===== src/rtl/dma_reg_pkg.sv =====
package dma_reg_pkg;
  localparam logic [11:0] OFS_EN_SET   = 12'h020;
  localparam logic [11:0] OFS_PRIO_SET = 12'h038;
  localparam logic [11:0] OFS_PRIO_CLR = 12'h03C;
  localparam logic [11:0] OFS_ERR      = 12'h04C;

  typedef struct packed {
    logic en_set;
    logic prio_set;
    logic prio_clr;
    logic err;
  } reg_sel_t;
endpackage


===== src/rtl/dma_addr_decode.sv =====
module dma_addr_decode
  import dma_reg_pkg::*;
#(
  parameter int ADDR_W = 12
) (
  input  logic [ADDR_W-1:0] addr,
  output reg_sel_t          sel
);
  always_comb begin
    sel.en_set   = (addr == ADDR_W'(OFS_EN_SET));
    sel.prio_set = (addr == ADDR_W'(OFS_PRIO_SET));
    sel.prio_clr = (addr == ADDR_W'(OFS_PRIO_CLR));
    sel.err      = (addr == ADDR_W'(OFS_ERR));
  end
endmodule


===== src/rtl/dma_prio_mask.sv =====
module dma_prio_mask #(
  parameter int NUM_CH = 14
) (
  input  logic              clk,
  input  logic              rst,
  input  logic              set_we,
  input  logic              clr_we,
  input  logic [NUM_CH-1:0] wbits,
  output logic [NUM_CH-1:0] mask
);
  always_ff @(posedge clk) begin
    if (rst) begin
      mask <= '0;
    end else if (set_we) begin
      mask <= mask | wbits;
    end else if (clr_we) begin
      mask <= mask & ~wbits;
    end
  end
endmodule


===== src/rtl/dma_err_track.sv =====
module dma_err_track #(
  parameter int NUM_CH = 14,
  parameter int CH_W   = $clog2(NUM_CH),
  parameter int CC_W   = 3
) (
  input  logic              clk,
  input  logic              rst,
  input  logic [NUM_CH-1:0] bus_err,
  input  logic              desc_valid,
  input  logic [CH_W-1:0]   desc_ch,
  input  logic [CC_W-1:0]   desc_cc,
  input  logic              clr_we,
  input  logic              en_we,
  input  logic [NUM_CH-1:0] wbits,
  output logic [NUM_CH-1:0] err_q,
  output logic [NUM_CH-1:0] enable_q
);
  logic bad_desc;
  assign bad_desc = desc_valid && (desc_cc == '0);

  for (genvar c = 0; c < NUM_CH; c++) begin : g_ch
    logic fault;
    assign fault = bus_err[c] || (bad_desc && (desc_ch == CH_W'(c)));

    always_ff @(posedge clk) begin
      if (rst) begin
        err_q[c]    <= 1'b0;
        enable_q[c] <= 1'b0;
      end else begin
        if (fault)                     err_q[c] <= 1'b1;
        else if (clr_we && wbits[c])   err_q[c] <= 1'b0;
        if (fault)                     enable_q[c] <= 1'b0;
        else if (en_we && wbits[c])    enable_q[c] <= 1'b1;
      end
    end
  end
endmodule


===== src/rtl/dma_prio_err_regs.sv =====
module dma_prio_err_regs
  import dma_reg_pkg::*;
#(
  parameter int NUM_CH = 14,
  parameter int ADDR_W = 12,
  parameter int DATA_W = 32,
  parameter int CC_W   = 3,
  localparam int CH_W  = $clog2(NUM_CH)
) (
  input  logic              clk,
  input  logic              rst,
  input  logic              bus_wr,
  input  logic              bus_rd,
  input  logic [ADDR_W-1:0] bus_addr,
  input  logic [DATA_W-1:0] bus_wdata,
  output logic [DATA_W-1:0] bus_rdata,
  input  logic [NUM_CH-1:0] bus_err,
  input  logic              desc_valid,
  input  logic [CH_W-1:0]   desc_ch,
  input  logic [CC_W-1:0]   desc_cc,
  output logic [NUM_CH-1:0] prio_mask,
  output logic [NUM_CH-1:0] ch_enable
);
  localparam int PAD_W = DATA_W - NUM_CH;

  reg_sel_t          sel;
  logic [NUM_CH-1:0] wbits;
  logic [NUM_CH-1:0] err_q;
  logic [NUM_CH-1:0] rd_sel;
  logic              unused_hi;

  assign wbits     = bus_wdata[NUM_CH-1:0];
  assign unused_hi = ^bus_wdata[DATA_W-1:NUM_CH];

  dma_addr_decode #(.ADDR_W(ADDR_W)) u_dec (
    .addr (bus_addr),
    .sel  (sel)
  );

  dma_prio_mask #(.NUM_CH(NUM_CH)) u_prio (
    .clk    (clk),
    .rst    (rst),
    .set_we (bus_wr && sel.prio_set),
    .clr_we (bus_wr && sel.prio_clr),
    .wbits  (wbits),
    .mask   (prio_mask)
  );

  dma_err_track #(.NUM_CH(NUM_CH), .CH_W(CH_W), .CC_W(CC_W)) u_err (
    .clk        (clk),
    .rst        (rst),
    .bus_err    (bus_err),
    .desc_valid (desc_valid),
    .desc_ch    (desc_ch),
    .desc_cc    (desc_cc),
    .clr_we     (bus_wr && sel.err),
    .en_we      (bus_wr && sel.en_set),
    .wbits      (wbits),
    .err_q      (err_q),
    .enable_q   (ch_enable)
  );

  always_comb begin
    rd_sel = '0;
    if (sel.prio_set) rd_sel = prio_mask;
    if (sel.err)      rd_sel = err_q;
    if (sel.en_set)   rd_sel = ch_enable;
  end

  always_ff @(posedge clk) begin
    if (rst || !bus_rd) bus_rdata <= '0;
    else                bus_rdata <= {{PAD_W{1'b0}}, rd_sel};
  end
endmodule


===== config.mk =====
export PLATFORM = sky130hd
export DESIGN_NAME = dma_prio_err_regs
export DESIGN_NICKNAME = d
export VERILOG_FILES = /design/src/rtl/dma_reg_pkg.sv /design/src/rtl/dma_addr_decode.sv /design/src/rtl/dma_prio_mask.sv /design/src/rtl/dma_err_track.sv /design/src/rtl/dma_prio_err_regs.sv
export SDC_FILE = /design/constraint.sdc
export NUM_CORES = 1
export LEC_CHECK = 0
export CAP_MARGIN = 20
export CORE_ASPECT_RATIO = 0.9
export CORE_MARGIN = 8
export CORE_UTILIZATION = 41
export DETAILED_ROUTE_END_ITERATION = 10
export PLACE_DENSITY = 0.87
export SLEW_MARGIN = 20
export SYNTH_ARGS = -nofsm -noshare
export SYNTH_HDL_FRONTEND = slang
export SYNTH_SLANG_ARGS = --single-unit

===== constraint.sdc =====
create_clock -name clk -period 2.1 [get_ports clk]
set_input_delay 0.315 -clock clk [delete_from_list [all_inputs] [get_ports clk]]
set_output_delay 0.315 -clock clk [all_outputs]
set_load 0.1 [all_outputs]

==> results of run 1 <==
## layout by cell type, fill, tap and decap left out, types with 9 or more instances in the layout
| cell | n |
|---|---|
| a21o_1 | 14 |
| a21oi_1 | 31 |
| a2bb2oi_1 | 14 |
| a311oi_1 | 14 |
| a31oi_1 | 17 |
| buf_4 | 64 |
| clkdlybuf4s50_1 | 51 |
| conb_1 | 18 |
| dfxtp_1 | 56 |
| inv_1 | 29 |
| nand2_1 | 16 |
| nand2b_1 | 10 |
| nor2_1 | 9 |
| nor3b_2 | 10 |
| o21ai_0 | 14 |
## final cells by class
class	instances	area [um2]
clock buffers	6	72.6
clock inverters	1	5.00
fillers	569	2740
inverters	29	109
multi-input cells	201	1320
flip-flops and latches	56	1120
well taps	90	113
repair buffers	116	1010
## Yosys cell counts
cell type,count,area (um2)
a31oi_1,17,106
nor4b_1,2,17.5
a2bb2oi_1,14,123
nor4_2,1,12.5
nor3b_1,6,45.0
or3b_2,1,8.76
nor2_1,9,33.8
and2_1,1,6.26
or4_4,1,11.3
or3_1,1,6.26
and4b_1,1,10.0
nand2b_1,10,62.6
and4_1,2,17.5
inv_1,29,109
a311oi_1,14,123
nor3b_2,10,125
and3_1,2,12.5
buf_4,21,158
clkbuf_1,12,45.0
a21o_1,14,105
a21oi_1,31,155
o21ai_1,6,30.0
nor4_1,1,6.26
nor2b_1,3,18.8
a41oi_1,2,17.5
o21ai_0,14,70.1
conb_1,1,3.75
nand4_1,1,6.26
nor4b_2,1,15.0
dfxtp_1,56,1120
nand2_1,16,60.1
nor4_4,2,42.5
buf_2,4,20.0
## worst min-delay path, cell delays in order (launching register included)
cell	delay [ns]
dfxtp_1	0.32
nand2_1	0.05
a2bb2oi_1	0.05
## where the power goes
| part | internal, W | total, W | switching [W] |
|---|---|---|---|
| registers | 0.00108 | 0.00109 | 0.00000850 |
| logic | 0.000128 | 0.000380 | 0.000252 |
| clock network | 0.000228 | 0.000562 | 0.000334 |
| total | 0.00144 | 0.00203 | 0.000595 |
## layer usage
| metal | part of all wire | routed length, um |
|---|---|---|
| met1 | 0.37 | 3300 |
| met2 | 0.48 | 4220 |
| met3 | 0.13 | 1110 |
| met4 | 0.024 | 212 |
| met5 | 0 | 0 |
## logic make-up after synthesis
logic type,after synthesis,share of synthesized area
AO/OA/AOI/OAI,112,0.270
buffers and inverters,66,0.123
flip-flops,56,0.415
other,1,0.00139
AND/OR/NAND/NOR,71,0.192
## worst max-delay path by stage
| stage | start | end | slack [ns] | depth (start not counted) |
|---|---|---|---|---|
| final | bus_addr[11] | u_err.enable_q[6] | 0.13 | 6 |
| after detailed placement | bus_addr[11] | u_err.enable_q[5] | -0.10 | 6 |
| after global routing | bus_addr[11] | u_err.enable_q[6] | 0.04 | 6 |
| after floorplan | bus_addr[2] | bus_rdata[10] | 0.29 | 6 |
| after CTS | bus_addr[11] | u_err.enable_q[6] | 0.15 | 6 |
| after global placement | bus_addr[11] | u_err.enable_q[5] | -0.05 | 6 |
## through the flow
stage,std cells,area (um2),hold WS [ns],total power (W)
3_5_place_dp,492,3670,0.453,0.00149
2_1_floorplan,323,2770,0.425,0.00136
5_1_grt,499,3750,0.485,0.00211
6_report,499,3750,0.463,0.00203
3_3_place_gp,492,3670,0.444,0.00148
4_1_cts,499,3750,0.466,0.00203
==> metrics.md, run 1 <==
| Metric | Value |
|---|---|
| Fmax achieved | `0.507 GHz` |
| Initial antenna violation count | `0` |
| CTS Hold Buffers Added | `0` |
| Post-synth design cell area | `0.00270 mm2` |
| Met2 Use GR | `0.302` |
| Port bufs | `93` |
| Vias in the first global route | `2,858` |
| Avg Cell Area, Syn | `8.84 um2` |
| GPL Wtd Cong | `0.838` |
| Die Wd | `102 um` |
| Critical path class | `input port to register` |
| Slowest stage cell, crit path | `or4_4` |
| H-tree levels | `2` |
| Clock skew | `0.00584 ns` |
| Max cap viols | `0` |
| DRT iter0 DRCs | `184` |
| Root Buffer | `clkbuf_8` |
| RSZ-0062 raised after global routing | `false` |
| Global routing met3 resource utilization | `0.0579` |
| Setup violations, final | `0` |
| CP bufs+invs | `2` |
| Cells after synthesis | `306` |
| Top cell family by delay on the critical path | `simple AND/OR/NAND/NOR gates` |
| CTS tree | `done` |
| CP required | `2.32 ns` |
| Layout cells sized above 1 | `0.213` |
| Most used routing layer | `met2` |
| Crit path launch type | `input port` |
| Endpoint class of the critical path | `register` |
| Gates resized, CTS repair | `0` |
| Sequential area share after synthesis | `0.415` |
| Largest net degree at the start of global routing | `43` |
| Hold Path Origin | `u_err.err_q[11]` |
| Average routed wire per standard cell | `17.7 um` |
| CP cell instances | `clkdlybuf4s50_1, or4_4, nor4_4, buf_4, a31oi_1, nor3b_1` |
| Hold EP | `bus_rdata[11]` |
| PD cells | `542 mW/mm2` |
| Post-CTS repair timing setup buffer count | `0` |
| Hold Crit Depth | `2` |
| Global Route met1 Usage | `0.225` |
| CTS clk-pin slew, worst paths | `0.10 ns` |
| Fin crit period | `1.97 ns` |
| Total CTS buffers | `5` |
| Vias/cell | `5.40` |
| Final hold violation count | `0` |
| Reg2reg setup slack | `1.25 ns` |
| Worst hold-check path type | `register to register` |
| Max Root-Sink Buffers | `2` |
| Dpl ws | `-0.102 ns` |
| Core area | `0.00648 mm2` |
| Worst rel slew slack | `0.663` |
| Final worst path period share | `0.940` |
| DP HPWL | `6.69 mm` |
| FF-to-FF End | `bus_rdata[6]` |
| R2r worst-path depth | `3` |
| WL final | `8.84 mm` |
| Area Overhead vs Synth | `38.5%` |
| Top-Level Pins | `130` |
| Post-route DRC | `0` |
| Worst Max-Slew Pin Slew | `0.505 ns` |
| Final WS setup | `0.126 ns` |
| Setup TNS Final | `0 ns` |
| Post-synth cell types | `33` |
| Crit path arrival time | `2.19 ns` |
| Leak Pwr | `1.63 nW` |
| Initial Utilization | `0.417` |
| Critical Path Fanout Max | `6` |
| First-pass GRT wire length | `14.1 mm` |
| Clk sinks | `56` |
| GRT Util Overall | `0.188` |
| Status | `finished clean` |
| Total gr overflow | `0` |
| Die Y | `93.0 um` |
| Routed via count | `2,697` |
| Seq cells post-synth | `56` |
| TritonRoute pass-1 iters | `4` |
| Yosys Warn Count | `0` |
| FP Rows | `28` |
| Slew Limit Fails | `0` |
| Final Net Count | `479` |
| Antenna Cells | `0` |
| Final Util | `0.578` |
| Max VDD drop | `0.235 mV` |
| Final antenna-violating net count | `0` |
| Worst-Skew Late Latency | `0.31 ns` |
| Max stage delay on crit path | `0.60 ns` |
| Die ar. | `0.00945 mm2` |
Power figures use the tool's default switching activity.
==> inputs of run 2 (changes only) <==
--- a/config.mk
+++ b/config.mk
@@ -9,6 +9,7 @@
 export CORE_ASPECT_RATIO = 0.9
 export CORE_MARGIN = 8
 export CORE_UTILIZATION = 41
+export CTS_CLUSTER_SIZE = 25
 export DETAILED_ROUTE_END_ITERATION = 10
 export PLACE_DENSITY = 0.87
 export SLEW_MARGIN = 20
==> results of run 2 <==
Same layout as run 1: the final DEF is identical, and so are final timing and power.
==> inputs of run 3 (changes only) <==
--- a/config.mk
+++ b/config.mk
@@ -16,3 +16,4 @@
 export SYNTH_ARGS = -nofsm -noshare
 export SYNTH_HDL_FRONTEND = slang
 export SYNTH_SLANG_ARGS = --single-unit
+export TNS_END_PERCENT = 30
==> results of run 3 <==
Same layout as run 1: the final DEF is identical, and so are final timing and power.
